<file path="src/rtl/uart_irq_pkg.sv">
package uart_irq_pkg;
  localparam int BIT_TXR  = 0;
  localparam int BIT_RXR  = 1;
  localparam int BIT_BRK  = 2;
  localparam int BIT_RSV  = 3;
  localparam int BIT_FLOW = 4;
  localparam int BIT_ADDR = 5;
  localparam int BIT_WDOG = 6;
  localparam int BIT_COS  = 7;

  localparam logic [4:0] CMD_CLR_BRK  = 5'b00101;
  localparam logic [4:0] CMD_CLR_ADDR = 5'b11011;

  // receive side: ready when fill meets or exceeds the selected threshold
  function automatic logic rx_ready_fn(input int unsigned lvl,
                                       input logic [1:0] trig,
                                       input int unsigned depth);
    int unsigned thr;
    case (trig)
      2'b00:   thr = 1;
      2'b01:   thr = depth / 2;
      2'b10:   thr = (depth * 3) / 4;
      default: thr = depth;
    endcase
    return lvl >= thr;
  endfunction

  // transmit side: code 00 wants a fully empty FIFO, others a fill below the threshold
  function automatic logic tx_ready_fn(input int unsigned lvl,
                                       input logic [1:0] trig,
                                       input int unsigned depth);
    case (trig)
      2'b00:   return lvl == 0;
      2'b01:   return lvl < depth / 4;
      2'b10:   return lvl < depth / 2;
      default: return lvl < depth;
    endcase
  endfunction
endpackage

</file>
<file path="src/rtl/uart_irq_sticky.sv">
module uart_irq_sticky #(
  parameter int NUM = 4
) (
  input  logic           clk,
  input  logic           rst_n,
  input  logic [NUM-1:0] set_i,
  input  logic [NUM-1:0] clr_i,
  output logic [NUM-1:0] flag_o
);
  for (genvar g = 0; g < NUM; g++) begin : g_flag
    always_ff @(posedge clk or negedge rst_n) begin
      if (!rst_n)        flag_o[g] <= 1'b0;
      else if (set_i[g]) flag_o[g] <= 1'b1;
      else if (clr_i[g]) flag_o[g] <= 1'b0;
    end

    AST_STICKY_SET: assert property (@(posedge clk) disable iff (!rst_n)
      set_i[g] |=> flag_o[g]);
    AST_STICKY_CLR: assert property (@(posedge clk) disable iff (!rst_n)
      (clr_i[g] && !set_i[g]) |=> !flag_o[g]);
    AST_STICKY_HOLD: assert property (@(posedge clk) disable iff (!rst_n)
      (!clr_i[g] && !set_i[g]) |=> $stable(flag_o[g]));
  end
endmodule

</file>
<file path="src/rtl/uart_irq_rx_wdog.sv">
module uart_irq_rx_wdog #(
  parameter int WDOG_BITS = 64
) (
  input  logic clk,
  input  logic rst_n,
  input  logic baud_tick,
  input  logic fifo_evt,
  output logic timeout
);
  localparam int LIMIT = WDOG_BITS + 1;
  localparam int CW    = $clog2(LIMIT + 1);

  logic [CW-1:0] cnt;
  logic          at_limit;
  logic          fire;

  assign at_limit = (cnt == CW'(LIMIT));
  assign fire     = baud_tick && !fifo_evt && (cnt == CW'(WDOG_BITS));

  always_ff @(posedge clk or negedge rst_n) begin
    if (!rst_n) begin
      cnt     <= '0;
      timeout <= 1'b0;
    end else if (fifo_evt) begin
      cnt     <= '0;
      timeout <= 1'b0;
    end else if (baud_tick && !at_limit) begin
      cnt <= cnt + CW'(1);
      if (fire) timeout <= 1'b1;
    end
  end

  AST_WDOG_CLEAR: assert property (@(posedge clk) disable iff (!rst_n)
    fifo_evt |=> !timeout);
  AST_WDOG_HOLD: assert property (@(posedge clk) disable iff (!rst_n)
    (timeout && !fifo_evt) |=> timeout);
  AST_WDOG_ON_TICK: assert property (@(posedge clk) disable iff (!rst_n)
    (!timeout && !baud_tick) |=> !timeout);
endmodule

</file>
<file path="src/rtl/uart_irq_status.sv">
module uart_irq_status #(
  parameter int FIFO_DEPTH = 16,
  parameter int WDOG_BITS  = 64,
  localparam int LW        = $clog2(FIFO_DEPTH + 1)
) (
  input  logic          clk,
  input  logic          rst_n,
  input  logic          baud_tick,
  input  logic          rx_push,
  input  logic          rx_read,
  input  logic [LW-1:0] rx_level,
  input  logic [LW-1:0] tx_level,
  input  logic [1:0]    rx_trig,
  input  logic [1:0]    tx_trig,
  input  logic          brk_evt,
  input  logic          addr_evt,
  input  logic          flow_evt,
  input  logic          cos_evt,
  input  logic          cmd_valid,
  input  logic [4:0]    cmd_code,
  input  logic          flow_rd,
  input  logic          inport_rd,
  input  logic          mask_wr,
  input  logic [7:0]    mask_wdata,
  input  logic          masked_rd,
  output logic [7:0]    rd_data,
  output logic          irq_n
);
  import uart_irq_pkg::*;

  localparam int NSTICKY = 4; // order: brk, flow, addr, cos

  logic [NSTICKY-1:0] st_set, st_clr, st_q;
  logic               wdog_to;
  logic               rx_rdy, tx_rdy;
  logic               fifo_evt;
  logic [7:0]         isr, mask_q, pending;

  assign fifo_evt = rx_push || rx_read;
  assign rx_rdy   = rx_ready_fn(int'(rx_level), rx_trig, FIFO_DEPTH);
  assign tx_rdy   = tx_ready_fn(int'(tx_level), tx_trig, FIFO_DEPTH);

  assign st_set = {cos_evt, addr_evt, flow_evt, brk_evt};
  assign st_clr = {inport_rd,
                   cmd_valid && (cmd_code == CMD_CLR_ADDR),
                   flow_rd,
                   cmd_valid && (cmd_code == CMD_CLR_BRK)};

  uart_irq_sticky #(.NUM(NSTICKY)) u_sticky (
    .clk(clk), .rst_n(rst_n), .set_i(st_set), .clr_i(st_clr), .flag_o(st_q));

  uart_irq_rx_wdog #(.WDOG_BITS(WDOG_BITS)) u_wdog (
    .clk(clk), .rst_n(rst_n), .baud_tick(baud_tick),
    .fifo_evt(fifo_evt), .timeout(wdog_to));

  always_ff @(posedge clk or negedge rst_n) begin
    if (!rst_n)       mask_q <= '0;
    else if (mask_wr) mask_q <= mask_wdata & ~(8'(1) << BIT_RSV);
  end

  always_comb begin
    isr           = '0;
    isr[BIT_TXR]  = tx_rdy;
    isr[BIT_RXR]  = rx_rdy;
    isr[BIT_BRK]  = st_q[0];
    isr[BIT_FLOW] = st_q[1];
    isr[BIT_ADDR] = st_q[2];
    isr[BIT_COS]  = st_q[3];
    isr[BIT_WDOG] = wdog_to;
  end

  assign pending = isr & mask_q;
  assign irq_n   = ~|pending;
  assign rd_data = masked_rd ? pending : isr;

  AST_RSV_ZERO: assert property (@(posedge clk) disable iff (!rst_n)
    !rd_data[BIT_RSV]);
  AST_IRQ_NEEDS_MASK: assert property (@(posedge clk) disable iff (!rst_n)
    !irq_n |-> (mask_q != 8'h00));
  AST_MASKED_READ: assert property (@(posedge clk) disable iff (!rst_n)
    masked_rd |-> ((rd_data & ~mask_q) == 8'h00));
  AST_RX_EMPTY_QUIET: assert property (@(posedge clk) disable iff (!rst_n)
    (rx_level == '0) |-> !isr[BIT_RXR]);
  AST_TX_FULL_QUIET: assert property (@(posedge clk) disable iff (!rst_n)
    (tx_level == LW'(FIFO_DEPTH)) |-> !isr[BIT_TXR]);
  AST_BRK_CMD_CLEAR: assert property (@(posedge clk) disable iff (!rst_n)
    (cmd_valid && cmd_code == CMD_CLR_BRK && !brk_evt) |=> !rd_data[BIT_BRK] || masked_rd);
endmodule

</file>
<file path="config.mk">
export PLATFORM = sky130hd
export DESIGN_NAME = uart_irq_status
export DESIGN_NICKNAME = d
export VERILOG_FILES = /design/src/rtl/uart_irq_pkg.sv /design/src/rtl/uart_irq_sticky.sv /design/src/rtl/uart_irq_rx_wdog.sv /design/src/rtl/uart_irq_status.sv
export SDC_FILE = /design/constraint.sdc
export NUM_CORES = 1
export LEC_CHECK = 0
export CAP_MARGIN = 15
export CORE_AREA = 3 3 56 58
export CTS_BUF_LIST = sky130_fd_sc_hd__clkbuf_2 sky130_fd_sc_hd__clkbuf_4 sky130_fd_sc_hd__clkbuf_8
export DETAILED_ROUTE_END_ITERATION = 8
export DIE_AREA = 0 0 59 61
export PLACE_DENSITY = 0.83
export SYNTH_ARGS = -nofsm -noshare
export SYNTH_HDL_FRONTEND = slang
export SYNTH_SLANG_ARGS = --single-unit
</file>
<file path="constraint.sdc">
create_clock -name clk -period 1.65 [get_ports clk]
set_input_delay 0.165 -clock clk [delete_from_list [all_inputs] [get_ports clk]]
set_output_delay 0.165 -clock clk [all_outputs]
set_load 0.01 [all_outputs]
</file>
# Yosys cells after proc, flatten, opt, wreduce, memory -nomap -nowiden
# Index checks and enable logic that the tools add are counted.
# word_totals
reg_bits	19
input_bits	41
output_inout_bits	9
word_cells	57
# classes
addsub	1
n_lt_le_gt_ge	4
eq_ne	8
n_mux	16
bitwise	1
n_reduce_logical	20
# ops
cell	n
$ge 5x32->1	1
$pmux 5 s3	1
$eq 7x7->1 const B	2
$mux 7	2
$reduce_bool 2->1	6
$mux 1	11
$and 8x8->8	1
$mux 8	1
$reduce_or 8->1	1
$add 7x1->7 const B	1
$eq 5x3->1 const B	1
$eq 5x5->1 const B	1
$logic_and 1x1->1	5
$logic_not 5->1	1
$lt 5x3->1 const B	1
$lt 5x4->1 const B	1
$lt 5x5->1 const B	1
$eq 2x1->1 const B	2
$eq 2x2->1 const B	2
$logic_not 2->1	2
$logic_not 1->1	3
$pmux 1 s3	1
$reduce_and 2->1	1
$logic_or 1x1->1	1

# Longest topological paths before layout
# logic_depth
ltp_word	7
depth_mapped	8
depth_no_buf	8

# Hierarchy
# Synthesis repeated with hierarchy kept, for this count alone.
# unflattened
cells_unflattened	127
area_unflattened_um2	1176.1
# modules_own_cells
module	n_inst	cells_per_inst	area_per_inst_um2	seq_area_each_um2
uart_irq_status	1	71	579.3	175.2
uart_irq_rx_wdog	1	44	451.7	200.2
uart_irq_sticky	1	12	145.1	100.1

# Worst setup path before layout
# OpenSTA, ideal clock, no wires.
# synth_timing
path_kind	input to output
start	input rx_trig[0]
end	output irq_n
t_arrival_ps	1573
slack_ps	-88
path_stages	8
path_buffers	0
path_cell_list	inv_1 ha_1 inv_1 ha_1 a21oi_1 o21ai_0 a21o_1 a221oi_1
# synth_between
elab_chain_cells	6
word_cells_on_any_way	8
# synth_lines
element	line_no	source
start, declared	uart_irq_status.sv:13	input logic [1:0] rx_trig,
$eq 2x2->1, or another cell as far along	uart_irq_pkg.sv:19	case (trig)
$pmux 5 s3 (*)	uart_irq_pkg.sv:19	
$ge 5x32->1 (*)	uart_irq_pkg.sv:25	return lvl >= thr;
$and 8x8->8 (*)	uart_irq_status.sv:72	assign pending = isr & mask_q;
$reduce_or 8->1 (*)	uart_irq_status.sv:73	assign irq_n = ~|pending;
$logic_not 1->1 (*)	uart_irq_status.sv:73	
end, declared	uart_irq_status.sv:27	output logic irq_n
# Mark *: on every way between the ends. The rest lies on a longest branch, timed or not.

# Worst setup path after layout
# Same ends and word-level chain as after synthesis.

==> out/qor.yml <==
final_net_count: 231
die-area_um2: 3599
setup_slack_ns: -0.07432
failed_checks: "negative setup slack"
total_power_mw: 1.040
grt_pass1_vias: 1176
synth_cell_types: 32
syn_nets: 175
routed_wl_mm: 3.014
status: "finished with violations"
finalSetupTns_ns: -0.07432
leakagePower_nw: 0.8392
netlist_area_um2: 1142
gp_congestion: 0.8149
cp.arrival_ns: 1.56
cts_buffers: 3
clkPwrFrac: 0.238
r2r_slack_ns: 0.27
fill_cells: 217
dp.cells: 205
final_area_um2: 1817
critPathRequiredTime_ns: 1.48
place_ws_ns: -1.138
clkSlewWorstSetupHoldPaths_ns: 0.10
drv_cap: 0
syn2layout_area_growth_pct: 59.04
wl_per_cell_um: 14.35
initial_core_util: 0.4215
final_cells: 210
critPathLaunchType: "input port"
track_usage: 0.1802
root_buffer: "clkbuf_4"
multi_input_area_um2: 674.4
startpoint: "rx_trig[0]"
rsz0062_at_grt: "yes"
peakVddDrop_v: 0.0003975
drv_slew: 0
avgSynthCellArea_um2: 9.212
power.density_nw_per_um2: 572.7
swShare: 0.2638
ant_nets: 0
synthCells: 124
dp_hpwl_mm: 2.346
tritoncts: "done"
clk_latency_ns: 0.29
fin_crit_sh: 1.045
comb_power_share: 0.281
drc_errors: 0
drt-initial-drc-count: 27
hold_buffers: 0
final-setup-viol-count: 1
period_needed_ns: 1.724
routed-via-count: 1071
core_area_um2: 2710
cp_max_fo: 2
p_switching_mw: 0.2745
port_buffers: 47
min-delay-path-class: "input port to async pin"
reg2reg_from: "u_wdog.cnt[4]"
fmax_mhz: 579.9
placed_area_um2: 1692
rows: 19
ios: 50
htreeDepth: 1
seqPwrFrac: 0.480
grt_pass1_wl_mm: 4.795
antenna_found_initial: 0
dr.pass1.iters: 4
chipWidth_um: 59
grt_overflow: 0
n_antenna_cell: 0
internal-power_mw: 0.7659
viasPerCell: 5.100
dieHeight_um: 61
drive_above_1_share: 0.2123
grt_max_degree: 20
final_util: 0.6704
yosysWarnings: 0
hold_slack_ns: 0.1879
fin_skew_ns: 0.001206
ys_seq_elements: 19
final-hold-violation-count: 0
cts.sinks: 19
worstSetupEndpointType: "primary output"
synth_seq_area_share: 0.4162
ctsLongestPathBuffers: 2
layout.area.seq_um2: 475.5
crit_type: "input port to primary output"
==> flip-flops by register name, indices dropped and copies added (netlist names) <==
| name | count |
|---|---|
| u_wdog.timeout | 1 |
| u_sticky.flag_o | 4 |
| mask_q | 7 |
| u_wdog.cnt | 7 |
==> cell families after synthesis <==
| logic type | Yosys count | synth area share |
|---|---|---|
| and+or+nand+nor | 34 | 0.1544 |
| muxes | 1 | 0.008763 |
| adders and majority gates | 10 | 0.1095 |
| buffers and inverters | 23 | 0.07886 |
| DFF | 19 | 0.4162 |
| xor gates and xnor gates | 5 | 0.03834 |
| AOI/OAI and AO/OA | 31 | 0.1906 |
| other | 1 | 0.003283 |
==> Yosys cell counts <==
| cell | n | area [um2] |
|---|---|---|
| a222oi_1 | 1 | 10.01 |
| a31o_4 | 1 | 17.52 |
| a21o_1 | 5 | 37.54 |
| o21ai_0 | 8 | 40.04 |
| nor3b_1 | 1 | 7.510 |
| ha_1 | 10 | 125.1 |
| xor2_1 | 3 | 26.28 |
| and3_1 | 2 | 12.51 |
| nor3_1 | 1 | 5.000 |
| buf_4 | 1 | 7.510 |
| mux2i_1 | 1 | 10.01 |
| a31oi_1 | 2 | 12.51 |
| o21bai_1 | 1 | 7.510 |
| inv_1 | 19 | 71.32 |
| conb_1 | 1 | 3.750 |
| and4b_1 | 1 | 10.01 |
| nor4b_1 | 1 | 8.760 |
| buf_1 | 1 | 3.750 |
| a22oi_1 | 1 | 7.510 |
| a221oi_1 | 1 | 8.760 |
| nand4_1 | 2 | 12.51 |
| a21oi_1 | 3 | 15.01 |
| clkbuf_1 | 2 | 7.510 |
| xnor2_1 | 2 | 17.52 |
| a21boi_0 | 7 | 52.55 |
| nor2_1 | 10 | 37.54 |
| or2_2 | 1 | 6.260 |
| nand3_1 | 2 | 10.01 |
| nor4_4 | 1 | 21.27 |
| a311oi_1 | 1 | 8.760 |
| nand2_1 | 12 | 45.04 |
| dfrtp_1 | 19 | 475.5 |
==> worst max-delay path, cell delays in order <==
cell	delay [ns]
buf_8	0.08
inv_6	0.03
ha_4	0.25
inv_2	0.03
ha_4	0.20
a21oi_2	0.11
o21ai_1	0.08
a21o_1	0.18
a221oi_2	0.24
buf_2	0.17
==> metal layers <==
layer	up-vias	GRT usage	routed length, um
li1	524	-	-
met1	502	0.1737	1069
met2	35	0.3517	1715
met3	10	0.03617	148
met4	0	0.1036	81
met5	-	0	0
==> layout by cell type, fill, tap and decap left out, types with 2 or more instances in the layout <==
cell type	count
clkdlybuf4s50_1	33
dfrtp_1	19
inv_1	14
nand2_1	12
nor2_1	10
dlygate4sd2_1	8
o21ai_0	7
buf_4	6
a21boi_0	5
a21o_1	5
ha_1	5
ha_4	5
inv_2	4
clkbuf_4	4
xor2_1	3
buf_6	3
buf_2	3
a21oi_2	2
a21boi_2	2
and3_1	2
nand4_1	2
a31oi_1	2
xnor2_1	2
nand3_1	2
==> power by group through the flow <==
stage | registers, mW | clock network [mW] | logic (mW)
2_1_floorplan | 0.506 | 0 | 0.0988
3_3_place_gp | 0.508 | 0 | 0.254
3_5_place_dp | 0.509 | 0 | 0.269
4_1_cts | 0.500 | 0.256 | 0.290
5_1_grt | 0.503 | 0.278 | 0.321
6_report | 0.500 | 0.248 | 0.293
==> final timing paths <==
path                       depth (start not counted)                 end
max                                               10               irq_n
min                                                2       u_wdog.cnt[0]
max reg2reg                                        4       u_wdog.cnt[1]
min reg2reg                                        1  u_sticky.flag_o[3]
max in group asynchronous                          2           mask_q[0]
min in group clk                                   2  u_sticky.flag_o[1]
==> layout make-up <==
class / instances / share of cell area
flip-flops and latches: 19 / 0.2617
repair buffers: 55 / 0.2872
inverters: 19 / 0.04201
clock buffers: 4 / 0.01653
well taps: 31 / 0.02135
multi-input cells: 82 / 0.3712
==> what timing repair did <==
action / CTS / global route
gates resized for setup: 54 / 3
setup buffers: 0 / 1
endpoints found under the setup margin: 8 / 4
pin swaps: 11 / 4
Note: power is estimated with default switching activity, not from simulation.
